**config.mk**
```make
export PLATFORM = sky130hd
export DESIGN_NAME = i2c_tgt_port
export DESIGN_NICKNAME = d
export VERILOG_FILES = /design/src/rtl/i2c_tgt_pkg.sv /design/src/rtl/i2c_tgt_sync.sv /design/src/rtl/i2c_tgt_engine.sv /design/src/rtl/i2c_tgt_regs.sv /design/src/rtl/i2c_tgt_port.sv
export SDC_FILE = /design/constraint.sdc
export NUM_CORES = 1
export LEC_CHECK = 0
export BUFFER_PORTS_ARGS = -buffer_cell sky130_fd_sc_hd__buf_2
export CORE_MARGIN = 2
export CORE_UTILIZATION = 45
export CTS_CLUSTER_DIAMETER = 30
export DETAILED_ROUTE_END_ITERATION = 6
export GPL_TIMING_DRIVEN = 0
export PLACE_DENSITY = 0.68
export SLEW_MARGIN = 20
export SYNTH_ARGS = -nofsm -noshare
export SYNTH_HDL_FRONTEND = slang
export SYNTH_SLANG_ARGS = --single-unit
```
**constraint.sdc**
```tcl
create_clock -name clk -period 2.3 [get_ports clk]
set_clock_uncertainty 0.05 [all_clocks]
set_input_delay 0.115 -clock clk [delete_from_list [all_inputs] [get_ports clk]]
set_output_delay 0.115 -clock clk [all_outputs]
set_load 0.03 [all_outputs]
```
**src/rtl/i2c_tgt_pkg.sv**
```systemverilog
package i2c_tgt_pkg;
  localparam int BYTE_W = 8;
  localparam int TADDR_W = 7;
  localparam int STAT_W = 7;

  // register offsets
  localparam logic [2:0] OFS_CTRL = 3'd0;
  localparam logic [2:0] OFS_ADDR = 3'd1;
  localparam logic [2:0] OFS_STAT = 3'd2;
  localparam logic [2:0] OFS_IEN  = 3'd3;
  localparam logic [2:0] OFS_DATA = 3'd4;

  // control bits
  localparam int CB_FNA = 0;
  localparam int CB_GC  = 1;
  localparam int CB_EN  = 2;

  // status bits
  localparam int SB_ADR  = 0;
  localparam int SB_RX   = 1;
  localparam int SB_TXD  = 2;
  localparam int SB_EMP  = 3;
  localparam int SB_STOP = 4;
  localparam int SB_TXM  = 5;
  localparam int SB_GC   = 6;

  typedef enum logic [3:0] {
    ST_IDLE, ST_ADDR, ST_ADDR_ACK, ST_RX_WAIT, ST_RX, ST_RX_ACK,
    ST_TX_WAIT, ST_TX, ST_TX_ACK
  } tgt_state_t;

  typedef struct packed {
    logic addr;
    logic rw;
    logic gc;
    logic rx;
    logic txload;
    logic txdone;
    logic stop;
  } tgt_ev_t;
endpackage

```
**src/rtl/i2c_tgt_sync.sv**
```systemverilog
module i2c_tgt_sync #(
  parameter int STAGES = 2
) (
  input  logic clk,
  input  logic rst_n,
  input  logic scl_i,
  input  logic sda_i,
  output logic scl_s,
  output logic sda_s,
  output logic scl_rise,
  output logic scl_fall,
  output logic start_det,
  output logic stop_det
);
  logic [STAGES-1:0] scl_q, sda_q;
  logic scl_d, sda_d;

  always_ff @(posedge clk or negedge rst_n) begin
    if (!rst_n) begin
      scl_q <= '1;
      sda_q <= '1;
      scl_d <= 1'b1;
      sda_d <= 1'b1;
    end else begin
      scl_q[0] <= scl_i;
      sda_q[0] <= sda_i;
      for (int k = 1; k < STAGES; k++) begin
        scl_q[k] <= scl_q[k-1];
        sda_q[k] <= sda_q[k-1];
      end
      scl_d <= scl_q[STAGES-1];
      sda_d <= sda_q[STAGES-1];
    end
  end

  assign scl_s     = scl_q[STAGES-1];
  assign sda_s     = sda_q[STAGES-1];
  assign scl_rise  = scl_s & ~scl_d;
  assign scl_fall  = ~scl_s & scl_d;
  // SDA edges while SCL stays high
  assign start_det = scl_s & scl_d & sda_d & ~sda_s;
  assign stop_det  = scl_s & scl_d & ~sda_d & sda_s;
endmodule

```
**src/rtl/i2c_tgt_engine.sv**
```systemverilog
module i2c_tgt_engine
  import i2c_tgt_pkg::*;
(
  input  logic                clk,
  input  logic                rst_n,
  input  logic                scl_rise,
  input  logic                scl_fall,
  input  logic                start_det,
  input  logic                stop_det,
  input  logic                sda_s,
  input  logic                en,
  input  logic                gc_en,
  input  logic                fna,
  input  logic [TADDR_W-1:0]  own_addr,
  input  logic                rx_free,
  input  logic                tx_ready,
  input  logic [BYTE_W-1:0]   tx_byte,
  output logic                sda_oe,
  output logic                scl_oe,
  output tgt_ev_t             ev,
  output logic [BYTE_W-1:0]   rx_byte
);
  localparam logic [2:0] LAST_BIT = 3'(BYTE_W - 1);

  tgt_state_t        st;
  logic [BYTE_W-1:0] sh;
  logic [2:0]        cnt;
  logic              full, sel, rw, ackd;
  logic              hit_own, hit_gc;

  assign hit_own = (sh[BYTE_W-1:1] == own_addr);
  assign hit_gc  = gc_en && (sh == '0);
  assign rx_byte = sh;
  assign scl_oe  = ((st == ST_RX_WAIT) && !rx_free) ||
                   ((st == ST_TX_WAIT) && !tx_ready);

  always_ff @(posedge clk or negedge rst_n) begin
    if (!rst_n) begin
      st <= ST_IDLE; sh <= '0; cnt <= '0; full <= 1'b0;
      sel <= 1'b0; rw <= 1'b0; ackd <= 1'b0; sda_oe <= 1'b0; ev <= '0;
    end else begin
      ev <= '0;
      if (!en) begin
        st <= ST_IDLE; sda_oe <= 1'b0; sel <= 1'b0;
      end else if (start_det) begin
        st <= ST_ADDR; cnt <= '0; full <= 1'b0; sda_oe <= 1'b0; sel <= 1'b0;
      end else if (stop_det) begin
        st <= ST_IDLE; sda_oe <= 1'b0; ev.stop <= sel; sel <= 1'b0;
      end else begin
        case (st)
          ST_ADDR, ST_RX: begin
            if (scl_rise) begin
              sh <= {sh[BYTE_W-2:0], sda_s};
              if (cnt == LAST_BIT) full <= 1'b1;
              else cnt <= cnt + 3'd1;
            end else if (scl_fall && full) begin
              full <= 1'b0;
              cnt  <= '0;
              if (st == ST_RX) begin
                ev.rx  <= 1'b1;
                sda_oe <= !fna;
                st     <= ST_RX_ACK;
              end else if (hit_own || hit_gc) begin
                sda_oe  <= 1'b1;
                sel     <= 1'b1;
                rw      <= sh[0];
                ev.addr <= 1'b1;
                ev.rw   <= sh[0];
                ev.gc   <= hit_gc;
                st      <= ST_ADDR_ACK;
              end else begin
                st <= ST_IDLE;
              end
            end
          end
          ST_ADDR_ACK: if (scl_fall) begin
            sda_oe <= 1'b0;
            st     <= rw ? ST_TX_WAIT : ST_RX_WAIT;
          end
          ST_RX_WAIT: if (rx_free) begin
            st <= ST_RX; cnt <= '0; full <= 1'b0;
          end
          ST_RX_ACK: if (scl_fall) begin
            sda_oe <= 1'b0;
            st     <= ST_RX_WAIT;
          end
          ST_TX_WAIT: if (tx_ready) begin
            sh        <= tx_byte;
            sda_oe    <= !tx_byte[BYTE_W-1];
            ev.txload <= 1'b1;
            cnt       <= '0;
            full      <= 1'b0;
            st        <= ST_TX;
          end
          ST_TX: begin
            if (scl_rise) begin
              if (cnt == LAST_BIT) full <= 1'b1;
              else cnt <= cnt + 3'd1;
            end else if (scl_fall) begin
              if (full) begin
                full   <= 1'b0;
                sda_oe <= 1'b0;
                st     <= ST_TX_ACK;
              end else begin
                sh     <= {sh[BYTE_W-2:0], 1'b0};
                sda_oe <= !sh[BYTE_W-2];
              end
            end
          end
          ST_TX_ACK: begin
            if (scl_rise) begin
              ackd      <= !sda_s;
              ev.txdone <= 1'b1;
            end else if (scl_fall) begin
              st <= ackd ? ST_TX_WAIT : ST_IDLE;
            end
          end
          default: ;
        endcase
      end
    end
  end
endmodule

```
**src/rtl/i2c_tgt_regs.sv**
```systemverilog
module i2c_tgt_regs
  import i2c_tgt_pkg::*;
#(
  parameter int REG_AW = 3
) (
  input  logic               clk,
  input  logic               rst_n,
  input  logic               reg_wr,
  input  logic               reg_rd,
  input  logic [REG_AW-1:0]  reg_addr,
  input  logic [BYTE_W-1:0]  reg_wdata,
  output logic [BYTE_W-1:0]  reg_rdata,
  output logic               irq,
  input  tgt_ev_t            ev,
  input  logic [BYTE_W-1:0]  rx_byte,
  output logic               ctrl_en,
  output logic               ctrl_gc,
  output logic               ctrl_fna,
  output logic [TADDR_W-1:0] own_addr,
  output logic               rx_free,
  output logic               tx_ready,
  output logic [BYTE_W-1:0]  tx_byte,
  output logic [STAT_W-1:0]  stat,
  output logic [STAT_W-1:0]  ien
);
  logic [STAT_W-1:0] stat_nx, stat_set;
  logic [BYTE_W-1:0] rx_q;
  logic              wr_stat, wr_data, rd_data;

  assign wr_stat = reg_wr && (reg_addr == REG_AW'(OFS_STAT));
  assign wr_data = reg_wr && (reg_addr == REG_AW'(OFS_DATA));
  assign rd_data = reg_rd && (reg_addr == REG_AW'(OFS_DATA));

  always_comb begin
    stat_set          = '0;
    stat_set[SB_ADR]  = ev.addr;
    stat_set[SB_RX]   = ev.rx;
    stat_set[SB_TXD]  = ev.txdone;
    stat_set[SB_EMP]  = ev.txload;
    stat_set[SB_STOP] = ev.stop;
    stat_set[SB_GC]   = ev.addr && ev.gc;
  end

  for (genvar g = 0; g < STAT_W; g++) begin : g_stat
    if (g == SB_TXM) begin : g_mode
      assign stat_nx[g] = ev.addr ? ev.rw : stat[g];
    end else begin : g_flag
      assign stat_nx[g] = stat_set[g] | (stat[g] & ~(wr_stat & ~reg_wdata[g]));
    end
  end

  always_ff @(posedge clk or negedge rst_n) begin
    if (!rst_n) begin
      ctrl_en <= 1'b0; ctrl_gc <= 1'b0; ctrl_fna <= 1'b0;
      own_addr <= '0; ien <= '0; stat <= '0; rx_q <= '0;
      tx_byte <= '0; tx_ready <= 1'b0; rx_free <= 1'b1;
    end else begin
      stat <= stat_nx;
      if (reg_wr && reg_addr == REG_AW'(OFS_CTRL)) begin
        ctrl_en  <= reg_wdata[CB_EN];
        ctrl_gc  <= reg_wdata[CB_GC];
        ctrl_fna <= reg_wdata[CB_FNA];
      end
      if (reg_wr && reg_addr == REG_AW'(OFS_ADDR)) own_addr <= reg_wdata[TADDR_W-1:0];
      if (reg_wr && reg_addr == REG_AW'(OFS_IEN))  ien <= reg_wdata[STAT_W-1:0];
      if (ev.rx) rx_q <= rx_byte;
      if (ev.rx || (ev.addr && !ev.rw)) rx_free <= 1'b0;
      else if (rd_data)                 rx_free <= 1'b1;
      if (ev.txload) tx_ready <= 1'b0;
      else if (wr_data) begin
        tx_ready <= 1'b1;
        tx_byte  <= reg_wdata;
      end
    end
  end

  always_comb begin
    case (reg_addr)
      REG_AW'(OFS_CTRL): reg_rdata = {5'd0, ctrl_en, ctrl_gc, ctrl_fna};
      REG_AW'(OFS_ADDR): reg_rdata = {1'b0, own_addr};
      REG_AW'(OFS_STAT): reg_rdata = {1'b0, stat};
      REG_AW'(OFS_IEN):  reg_rdata = {1'b0, ien};
      REG_AW'(OFS_DATA): reg_rdata = rx_q;
      default:           reg_rdata = '0;
    endcase
  end

  assign irq = |(stat & ien);
endmodule

```
**src/rtl/i2c_tgt_port.sv**
```systemverilog
module i2c_tgt_port
  import i2c_tgt_pkg::*;
#(
  parameter int SYNC_STAGES = 2,
  parameter int REG_AW      = 3
) (
  input  logic              clk,
  input  logic              rst_n,
  input  logic              scl_i,
  input  logic              sda_i,
  output logic              scl_oe,
  output logic              sda_oe,
  input  logic              reg_wr,
  input  logic              reg_rd,
  input  logic [REG_AW-1:0] reg_addr,
  input  logic [7:0]        reg_wdata,
  output logic [7:0]        reg_rdata,
  output logic              irq
);
  logic scl_s, sda_s, scl_rise, scl_fall, start_det, stop_det;
  logic ctrl_en, ctrl_gc, ctrl_fna, rx_free, tx_ready;
  logic [TADDR_W-1:0] own_addr;
  logic [BYTE_W-1:0]  tx_byte, rx_byte;
  logic [STAT_W-1:0]  stat, ien;
  tgt_ev_t            ev;

  i2c_tgt_sync #(.STAGES(SYNC_STAGES)) u_sync (
    .clk, .rst_n, .scl_i, .sda_i, .scl_s, .sda_s,
    .scl_rise, .scl_fall, .start_det, .stop_det
  );

  i2c_tgt_engine u_eng (
    .clk, .rst_n, .scl_rise, .scl_fall, .start_det, .stop_det, .sda_s,
    .en(ctrl_en), .gc_en(ctrl_gc), .fna(ctrl_fna), .own_addr,
    .rx_free, .tx_ready, .tx_byte, .sda_oe, .scl_oe, .ev, .rx_byte
  );

  i2c_tgt_regs #(.REG_AW(REG_AW)) u_regs (
    .clk, .rst_n, .reg_wr, .reg_rd, .reg_addr, .reg_wdata, .reg_rdata, .irq,
    .ev, .rx_byte, .ctrl_en, .ctrl_gc, .ctrl_fna, .own_addr,
    .rx_free, .tx_ready, .tx_byte, .stat, .ien
  );
endmodule

```
==> flow_metrics.env <==
export IMPL_final_area_mm2=0.00455
export IMPL_synth_warnings=0
export IMPL_portBuffers=26
export IMPL_grt_usage_pct=21.6
export IMPL_yosysSeqAreaShare_pct=48.0
export IMPL_cts_path_max_buffers=2
export IMPL_setup_violations=0
export IMPL_worstHoldEndpoint="u_regs.own_addr[6]"
export IMPL_rrSetupSlack_ns=0.12
export IMPL_seq_power_share_pct=49.3
export IMPL_peakVddDrop_uv=348
export IMPL_synth_most_common_cell="dfrtp_1"
export IMPL_place_hpwl_mm=6.97
export IMPL_max_slew_margin_rel_pct=39.8
export IMPL_min_period_ns=2.18
export IMPL_clock_latency_ns=0.36
export IMPL_endpoint_kind="flop"
export IMPL_synth_top_area_share_pct=43.3
export IMPL_drive_above_1_share_pct=27.3
export IMPL_grt_pass1_vias=3103
export IMPL_place_area_mm2=0.00422
export IMPL_power_switching_w=0.000939
export IMPL_initial_utilization_pct=45.7
export IMPL_holdPathStages=2
export IMPL_grt_max_degree=51
export IMPL_htree_num_levels=3
export IMPL_ys_ff_latch=75
export IMPL_grt_pass1_wl_mm=16.2
export IMPL_drt_iter0_markers=167
export IMPL_cp_required_ns=2.50
export IMPL_postRouteAntennaNets=0
export IMPL_yosysTopAreaCell="dfrtp_1"
export IMPL_wl_per_cell_um=18.4
export IMPL_swShare_pct=30.0
export IMPL_cts_made_buffers=9
export IMPL_cts_tree="built"
export IMPL_routed_wl_mm=9.78
export IMPL_drt_first_pass_iters=4
export IMPL_power_internal_w=0.00219
export IMPL_syn_avg_cell_area_um2=10.6
export IMPL_antenna_cells=0
export IMPL_dp_slack_ns=-0.169
export IMPL_cp_start_kind="flop"
export IMPL_nNetsFinal=438
export IMPL_cp_arrival_ns=2.38
export IMPL_p_leak_nw=1.97
export IMPL_r2r_cells=9
export IMPL_overflow=0
export IMPL_setup_worst_path_class="reg -> reg"
export IMPL_cts_root_buf="clkbuf_8"
export IMPL_die_x_um=97.4
export IMPL_synthFlopType="dfrtp_1"
export IMPL_antenna_found_initial=0
export IMPL_synthCells=370
export IMPL_cap_violations=0
export IMPL_reg2reg_to="u_eng.rx_byte[6]"
export IMPL_core_area_mm2=0.00859
export IMPL_synth_distinct_cells=60
export IMPL_comb_power_share_pct=15.3
export IMPL_hold_violations=0
export IMPL_area_growth_pct=15.9
export IMPL_synth_edf_count=0
export IMPL_rr_startpoint="u_sync.scl_d"
export IMPL_pwr_density_cell_mw_per_mm2=688
export IMPL_dieHeight_um=97.4
export IMPL_syn_nets=391
export IMPL_power_w=0.00313
export IMPL_slew_viol_final=0
export IMPL_gp_congestion=0.901
export IMPL_netlist_top_cells_area="dfrtp_1 (43%), mux2_2 (11%), dfstp_2 (4.7%)"
export IMPL_min_period_over_period_pct=95.0
export IMPL_pwr_share_clk_pct=35.4
export IMPL_drc=0
export IMPL_vias_per_cell=5.80
export IMPL_crit_fanout=10
export IMPL_hold_class="in -> reg"
export IMPL_std_cell_rows=34
export IMPL_clk_pin_slew_worst_paths_ns=0.10
export IMPL_syn_cell_area_mm2=0.00393
export IMPL_async_flop_share_pct=100
export IMPL_dieArea_mm2=0.00949
export IMPL_tightest_slew_ns=0.900
export IMPL_ios=28
export IMPL_worst_slack_ns=0.116
export IMPL_fmax_ghz=0.458
export IMPL_outcome="complete, no violations"
export IMPL_vias=3074
export IMPL_clkSinkCount=75
export IMPL_min_delay_start="reg_wdata[6]"
export IMPL_synthTopCellsByCount="dfrtp_1 (68), mux2_2 (39), o21ai_0 (34)"
## placed cells by master, fill, tap and decap left out, drive strengths merged, types with 6 or more instances in the layout
cell and n:
dfrtp 68, mux2 39, buf 38, o21ai 35
nand2 29, mux2i 18, a21oi 18, clkbuf 16
nor2 15, inv 15, nand2b 11, nor2b 8
xnor2 8, dlygate4sd3 7, dfstp 7, a22oi 6
## cell type report
class / instances / area [um^2]
fill: 762 / 4040
buffer: 16 / 96.3
clock buffer: 9 / 124
inverter: 12 / 45.0
sequential: 75 / 1890
clock inverter: 7 / 95.1
tap: 108 / 135
multi-input combinational: 267 / 1930
timing repair buffer: 36 / 245
## routing by layer
metal	vias up	routed length (um)	track usage, %
li1	1430	-	-
met1	1541	4330	29.3
met2	84	4780	35.2
met3	19	474	4.32
met4	0	194	6.62
met5	-	0	0
## repair_timing
item                                    CTS  global route
buffers inserted                          1             1
pin swaps                                 0             3
hold buffers                              7             0
cloned                                    0             0
gates resized for setup                   1            11
hold endpoints to repair                 78             0
endpoints found under the setup margin    4            11
## metrics by stage
step | setup TNS (ns) | utilization, % | cells | hold WS (ns)
floorplan | 0 | - | 370 | -0.231
global placement | -0.256 | 48.8 | 504 | 0.169
detailed placement | -0.378 | 49.1 | 505 | 0.00819
CTS | 0 | 52.6 | 529 | 0.00225
global route | -0.0753 | 53.0 | 530 | 0.00180
finish | 0 | 53.0 | 530 | 0.0151
## logic make-up (layout without fill, tap and decap cells)
kind of cell | count (synthesis) | count (layout) | share of synthesized area (%)
AOI/OAI and AO/OA | 92 | 92 | 14.7
adders and majority gates | 4 | 4 | 1.27
buffers and inverters | 28 | 80 | 3.31
muxes | 57 | 57 | 15.8
DFF | 75 | 75 | 48.0
and+or+nand+nor | 105 | 105 | 14.9
xor gates and xnor gates | 9 | 9 | 2.01
## worst max-delay path by stage
stage                          startpoint                to
after floorplan              u_sync.scl_d       u_eng.st[2]
after global placement    u_sync.scl_q[1]       u_eng.st[0]
after detailed placement  u_sync.scl_q[1]       u_eng.st[0]
after CTS                    u_sync.scl_d  u_eng.rx_byte[6]
after global routing         u_sync.scl_d  u_eng.rx_byte[2]
final                        u_sync.scl_d  u_eng.rx_byte[6]
## registers in the layout, indices dropped and copies added, names as in the netlist, 2 cells and up
name             cells
u_eng.cnt            3
u_eng.ev             7
u_eng.rx_byte        8
u_eng.st             4
u_regs.ien           7
u_regs.own_addr      7
u_regs.rx_q          8
u_regs.stat          7
u_regs.tx_byte       8
u_sync.scl_q         2
u_sync.sda_q         2
## worst max-delay path, cell delays in order, from the launching register on
cell,delay (ns)
dfstp_2,0.55
inv_1,0.04
ha_1,0.17
buf_4,0.17
nor4bb_1,0.25
o211ai_1,0.11
a211o_2,0.42
buf_6,0.16
nand2_1,0.06
o21ai_0,0.09
## power groups by stage
stage,clock (W),sequential [W],combinational [W]
2_1_floorplan,0,0.00153,0.000329
3_3_place_gp,0,0.00156,0.000443
3_5_place_dp,0,0.00157,0.000463
4_1_cts,0.00114,0.00154,0.000475
5_1_grt,0.00119,0.00156,0.000529
6_report,0.00111,0.00154,0.000480
No activity file was read; power rests on OpenSTA's default activity.
